File: config.mk
export PLATFORM = sky130hd
export DESIGN_NAME = edge_watch
export DESIGN_NICKNAME = d
export VERILOG_FILES = /design/src/rtl/edge_watch_pkg.sv /design/src/rtl/edge_watch_regs.sv /design/src/rtl/edge_watch_detect.sv /design/src/rtl/edge_watch_merge.sv /design/src/rtl/edge_watch.sv
export SDC_FILE = /design/constraint.sdc
export NUM_CORES = 2
export LEC_CHECK = 0
export BUFFER_PORTS_ARGS = -buffer_cell sky130_fd_sc_hd__buf_2
export CAP_MARGIN = 5
export CORE_MARGIN = 5
export CORE_UTILIZATION = 50
export CTS_CLUSTER_SIZE = 20
export DETAILED_ROUTE_END_ITERATION = 8
export PLACE_DENSITY_LB_ADDON = 0.3
export SKIP_LAST_GASP = 1
export SLEW_MARGIN = 20
export SYNTH_ARGS = -nofsm -noshare
export SYNTH_HDL_FRONTEND = slang
export SYNTH_SLANG_ARGS = --single-unit
File: constraint.sdc
create_clock -name clk -period 3 [get_ports clk]
set_input_delay 0.3 -clock clk [delete_from_list [all_inputs] [get_ports clk]]
set_output_delay 0.3 -clock clk [all_outputs]
set_load 0.005 [all_outputs]
File: src/rtl/edge_watch_pkg.sv
package edge_watch_pkg;

    localparam int unsigned WORD_W         = 32;
    localparam int unsigned SEL_PER_WORD   = 16;
    localparam int unsigned GATE_PER_WORD  = 32;
    localparam int unsigned SEL_SLOTS      = 16;
    localparam int unsigned GATE_SLOTS     = 8;

    localparam logic [11:0] CTRL_ADDR      = 12'h780;
    localparam logic [11:0] SEL_ADDR0      = 12'h808;
    localparam logic [11:0] GATE_ADDR0     = 12'h848;

    typedef enum logic [1:0] {
        SEL_RISE = 2'b00,
        SEL_FALL = 2'b01,
        SEL_BOTH = 2'b10,
        SEL_RSVD = 2'b11
    } edge_sel_e;

    // Reserved code falls back to rising-edge detection.
    function automatic logic edge_hit(input edge_sel_e sel, input logic prev, input logic cur);
        logic hit;
        case (sel)
            SEL_FALL: hit = prev & ~cur;
            SEL_BOTH: hit = prev ^ cur;
            default:  hit = ~prev & cur;
        endcase
        return hit;
    endfunction

endpackage

File: src/rtl/edge_watch_regs.sv
module edge_watch_regs
    import edge_watch_pkg::*;
#(
    parameter int unsigned N_LINES = 256
) (
    input  logic                 clk,
    input  logic                 rst_n,
    input  logic                 cfg_wr,
    input  logic                 cfg_rd,
    input  logic [11:0]          cfg_addr,
    input  logic [WORD_W-1:0]    cfg_wdata,
    output logic [WORD_W-1:0]    cfg_rdata,
    output logic                 det_en,
    output logic [2*N_LINES-1:0] sel_flat,
    output logic [N_LINES-1:0]   gate_flat
);
    localparam int unsigned SEL_WORDS  = N_LINES / SEL_PER_WORD;
    localparam int unsigned GATE_WORDS = N_LINES / GATE_PER_WORD;

    typedef struct packed {
        logic                                en;
        logic [SEL_WORDS-1:0][WORD_W-1:0]    sel;
        logic [GATE_WORDS-1:0][WORD_W-1:0]   gate;
        logic [WORD_W-1:0]                   rdata;
    } regs_t;

    regs_t r_d, r_q;

    logic                  aligned;
    logic                  ctrl_hit;
    logic [SEL_WORDS-1:0]  sel_hit;
    logic [GATE_WORDS-1:0] gate_hit;

    always_comb begin
        aligned  = (cfg_addr[1:0] == 2'b00);
        ctrl_hit = aligned && (cfg_addr == CTRL_ADDR);
        for (int n = 0; n < SEL_WORDS; n++) begin
            sel_hit[n] = aligned && (cfg_addr == SEL_ADDR0 + 12'(4 * n));
        end
        for (int n = 0; n < GATE_WORDS; n++) begin
            gate_hit[n] = aligned && (cfg_addr == GATE_ADDR0 + 12'(4 * n));
        end
    end

    always_comb begin
        r_d = r_q;
        if (cfg_wr) begin
            if (ctrl_hit) begin
                r_d.en = cfg_wdata[0];
            end
            for (int n = 0; n < SEL_WORDS; n++) begin
                if (sel_hit[n]) begin
                    r_d.sel[n] = cfg_wdata;
                end
            end
            for (int n = 0; n < GATE_WORDS; n++) begin
                if (gate_hit[n]) begin
                    r_d.gate[n] = cfg_wdata;
                end
            end
        end
        if (cfg_rd) begin
            r_d.rdata = '0;
            if (ctrl_hit) begin
                r_d.rdata[0] = r_q.en;
            end
            for (int n = 0; n < SEL_WORDS; n++) begin
                if (sel_hit[n]) begin
                    r_d.rdata = r_q.sel[n];
                end
            end
            for (int n = 0; n < GATE_WORDS; n++) begin
                if (gate_hit[n]) begin
                    r_d.rdata = r_q.gate[n];
                end
            end
        end
    end

    always_ff @(posedge clk or negedge rst_n) begin
        if (!rst_n) begin
            r_q <= '0;
        end else begin
            r_q <= r_d;
        end
    end

    assign cfg_rdata = r_q.rdata;
    assign det_en    = r_q.en;
    assign sel_flat  = r_q.sel;
    assign gate_flat = r_q.gate;

endmodule

File: src/rtl/edge_watch_detect.sv
module edge_watch_detect
    import edge_watch_pkg::*;
#(
    parameter int unsigned N_LINES = 256
) (
    input  logic                 clk,
    input  logic                 rst_n,
    input  logic                 det_en,
    input  logic [N_LINES-1:0]   trace_in,
    input  logic [2*N_LINES-1:0] sel_flat,
    input  logic [N_LINES-1:0]   gate_flat,
    output logic [N_LINES-1:0]   line_evt
);
    typedef struct packed {
        logic [N_LINES-1:0] prev;
        logic [N_LINES-1:0] evt;
    } det_t;

    det_t s_d, s_q;
    logic [N_LINES-1:0] hit;

    // One comparator per line, each reading its own selector field.
    for (genvar i = 0; i < N_LINES; i++) begin : g_line
        assign hit[i] = edge_hit(edge_sel_e'(sel_flat[2*i +: 2]), s_q.prev[i], trace_in[i]);
    end

    always_comb begin
        s_d      = s_q;
        // The previous-value copy follows the bus even while disabled,
        // so enabling never compares against a stale sample.
        s_d.prev = trace_in;
        s_d.evt  = hit & gate_flat & {N_LINES{det_en}};
    end

    always_ff @(posedge clk or negedge rst_n) begin
        if (!rst_n) begin
            s_q <= '0;
        end else begin
            s_q <= s_d;
        end
    end

    assign line_evt = s_q.evt;

endmodule

File: src/rtl/edge_watch_merge.sv
module edge_watch_merge #(
    parameter int unsigned N_LINES = 256
) (
    input  logic               clk,
    input  logic               rst_n,
    input  logic [N_LINES-1:0] line_evt,
    output logic               any_evt
);
    logic any_d, any_q;

    always_comb begin
        any_d = |line_evt;
    end

    always_ff @(posedge clk or negedge rst_n) begin
        if (!rst_n) begin
            any_q <= 1'b0;
        end else begin
            any_q <= any_d;
        end
    end

    assign any_evt = any_q;

endmodule

File: src/rtl/edge_watch.sv
module edge_watch
    import edge_watch_pkg::*;
#(
    parameter int unsigned N_LINES = 256
) (
    input  logic               clk,
    input  logic               rst_n,
    input  logic [N_LINES-1:0] trace_in,
    input  logic               cfg_wr,
    input  logic               cfg_rd,
    input  logic [11:0]        cfg_addr,
    input  logic [31:0]        cfg_wdata,
    output logic [31:0]        cfg_rdata,
    output logic [N_LINES-1:0] line_evt,
    output logic               any_evt
);
    logic                 det_en;
    logic [2*N_LINES-1:0] sel_flat;
    logic [N_LINES-1:0]   gate_flat;

    edge_watch_regs #(.N_LINES(N_LINES)) i_regs (
        .clk       (clk),
        .rst_n     (rst_n),
        .cfg_wr    (cfg_wr),
        .cfg_rd    (cfg_rd),
        .cfg_addr  (cfg_addr),
        .cfg_wdata (cfg_wdata),
        .cfg_rdata (cfg_rdata),
        .det_en    (det_en),
        .sel_flat  (sel_flat),
        .gate_flat (gate_flat)
    );

    edge_watch_detect #(.N_LINES(N_LINES)) i_detect (
        .clk       (clk),
        .rst_n     (rst_n),
        .det_en    (det_en),
        .trace_in  (trace_in),
        .sel_flat  (sel_flat),
        .gate_flat (gate_flat),
        .line_evt  (line_evt)
    );

    edge_watch_merge #(.N_LINES(N_LINES)) i_merge (
        .clk      (clk),
        .rst_n    (rst_n),
        .line_evt (line_evt),
        .any_evt  (any_evt)
    );

endmodule

==> results.yml <==
clocking:
  clk_latency_ns: 0.82
  root_buffer: "clkbuf_16"
  cts.clk_slew.worst_paths_ns: 0.06
  cts_buffers: 151
  cts_sinks: 1314
  cts.htree.levels: 4
  cts_buffer_depth: 3
  cts_tree: "yes"
  cts_post_setup_buffers_inserted: 0
logic_synthesis:
  ys_ff_latch: 1314
  yosysTopAreaCellShare: 0.436
  yosysUniqueCellTypes: 81
  avgSynthCellArea_um2: 10.7
  synth_edf_count: 0
  syn_area_um2: 75500
  synth_fp_nets: 8378
  synth_largest_area_cell: "dfrtp_1"
  ys_top_cells_by_count: "inv_1, dfrtp_1, ha_1"
  seq_area_frac_synth: 0.436
  synth.area.top_cells: "dfrtp_1, ha_1, mux2_2, inv_1, a221oi_1"
  synthCells: 7050
  synth-main-ff-cell: "dfrtp_1"
  synth_most_common_cell: "inv_1"
  synthArstFlopShare: 1.00
  synth_warnings: 0
critical_path:
  criticalPathCategory: "flop to flop"
  start_kind: "flop"
  critPathArrivalTime_ns: 3.23
  crit_path_end_kind: "flop"
  path_max_fanout: 2
  required_ns: 3.57
  rr_worst_depth: 6
global_route:
  grt_max_degree: 126
  grt_pass1_vias: 60600
  grt_overflow: 0
  antenna_found_initial: 57
  grt_pass1_wl_mm: 476
  grt_usage: 0.431
sta:
  slew_headroom: 0.136
  post-route-period-util: 0.886
  hold_violations: 0
  tightest_slew_ns: 1.30
  slew_violations: 0
  setup_viol: 0
  setup_ws_ns: 0.342
  max_freq_mhz: 376
  period_needed_ns: 2.66
  rsz0062_at_grt: "no"
  finClkSkew_ns: 0.0298
place:
  dpl.cell_count: 9632
  place.gp.congestion: 1.03
  dp_slack_ns: -0.234
  io_buffers: 592
  place_hpwl_mm: 271
routing:
  first_pass_iters: 6
  drt-initial-drc-count: 7177
  avgViaCountPerCell: 6.00
  antenna_left: 0
  wire_per_inst_um: 34.0
  drt-total-wl_mm: 348
  vias: 61400
  drc: 0
floorplan:
  die_h_um: 398
  core_area_um2: 150000
  die-area_um2: 159000
  die_x_um: 398
  row_count: 142
  pin_count: 593
  start_util: 0.503
cells_and_area:
  area_delta_synth_final_pct: 20.0
  final_cells: 10200
  nets: 9355
  drive_gt1_frac: 0.253
worst_hold_path:
  min-delay-path-class: "input port to async pin"
power_and_ir_drop:
  power_density_nw_per_um2: 445
  peakVddDrop_uv: 492
  leakage_uw: 0.0498
outcome:
  status: "complete, no violations"
flow_run:
  cap_viol_max_count: 0
-- stage by stage --
| step | area [um^2] | setup TNS [ns] | hold WS [ns] | total power [uW] | util |
|---|---|---|---|---|---|
| finish | 90500 | 0 | 0.00984 | 40300 | 0.604 |
| detailed placement | 82700 | -1.01 | 0.262 | 21300 | 0.552 |
| global route | 90500 | 0 | 0.0308 | 41400 | 0.603 |
| floorplan | 75500 | 0 | 0.00441 | 19400 | - |
| CTS | 90400 | 0 | 0.0139 | 40300 | 0.603 |
| global placement | 82700 | -0.637 | 0.260 | 21200 | 0.552 |
-- worst max-delay path, stage by stage (launching register included) --
cell	delay, ns
dfrtp_1	0.51
nor4_1	0.66
buf_4	0.28
nand4_1	0.09
buf_4	0.22
nor4_1	0.33
nand4_1	0.32
-- kinds of logic (layout without fill, tap and decap cells) --
logic type                 Yosys count  count (layout)  synth area share
muxes                              799             799             0.119
buffers and inverters             2073            3173             0.117
other                                0              67                 0
DFF                               1314            1314             0.436
and+or+nand+nor                    751             751            0.0490
adders and majority gates         1024            1024             0.170
AOI/OAI and AO/OA                 1089            1089             0.109
-- final timing paths --
check	start	endpoint	slack (ns)
min in group clk	cfg_addr[11]	i_regs.det_en	0.06
hold / removal	rst_n	i_detect.s_q[268]	0.01
hold reg to reg	i_regs.sel_flat[25]	i_regs.sel_flat[25]	0.53
setup / recovery	i_detect.line_evt[205]	i_merge.any_evt	0.34
max in group asynchronous	rst_n	i_regs.sel_flat[21]	1.80
setup reg to reg	i_detect.line_evt[205]	i_merge.any_evt	0.34
-- metal layers --
| layer | wire length (um) | global-route usage | part of all wire |
|---|---|---|---|
| met1 | 138000 | 0.572 | 0.40 |
| met2 | 149000 | 0.644 | 0.43 |
| met3 | 34400 | 0.103 | 0.099 |
| met4 | 25600 | 0.257 | 0.074 |
| met5 | 162 | 0 | 0.00047 |
-- state kept, by name, summed over array words and instances, names as in the netlist --
name	cells
i_regs.det_en	1
i_merge.any_evt	1
i_regs.cfg_rdata	32
i_detect.s_q	256
i_detect.line_evt	256
i_regs.sel_flat	512
i_regs.gate_flat	256
-- power by group --
group / internal [uW] / switching (uW)
Combinational: 1070 / 2040
Clock: 10900 / 8070
Sequential: 18000 / 248
-- cells in the final DEF (no fill, tap or decap), drive strengths merged, types with 11 or more instances in the layout --
cell	n
a222oi	29
o21ai	94
o221ai	29
nand3	45
a22oi	61
nor4	83
mux2	773
mux2i	25
buf	1099
nor3	35
a211oi	27
a2111oi	15
nor2	374
inv	1544
clkbuf	221
dlygate4sd3	258
a21oi	92
a221oi	310
dfrtp	1314
o211ai	272
o22ai	62
diode	67
nand2	117
a31o	11
nand4	37
ha	1024
clkinv	39
-- cell type report --
| type | count | area (um^2) |
|---|---|---|
| diodes | 67 | 168 |
| clock buffers | 221 | 4440 |
| clock inverters | 55 | 611 |
| fillers | 12400 | 59400 |
| inverters | 1540 | 5780 |
| multi-input cells | 3663 | 33800 |
| flip-flops and latches | 1314 | 32900 |
| well taps | 2016 | 2520 |
| repair buffers | 1357 | 10300 |
-- repair_timing --
action | CTS | global route
endpoints found under the hold margin | 726 | 0
hold buffers | 258 | 0
resized for setup | 0 | 0
Note: power is estimated with default switching activity, not from simulation.
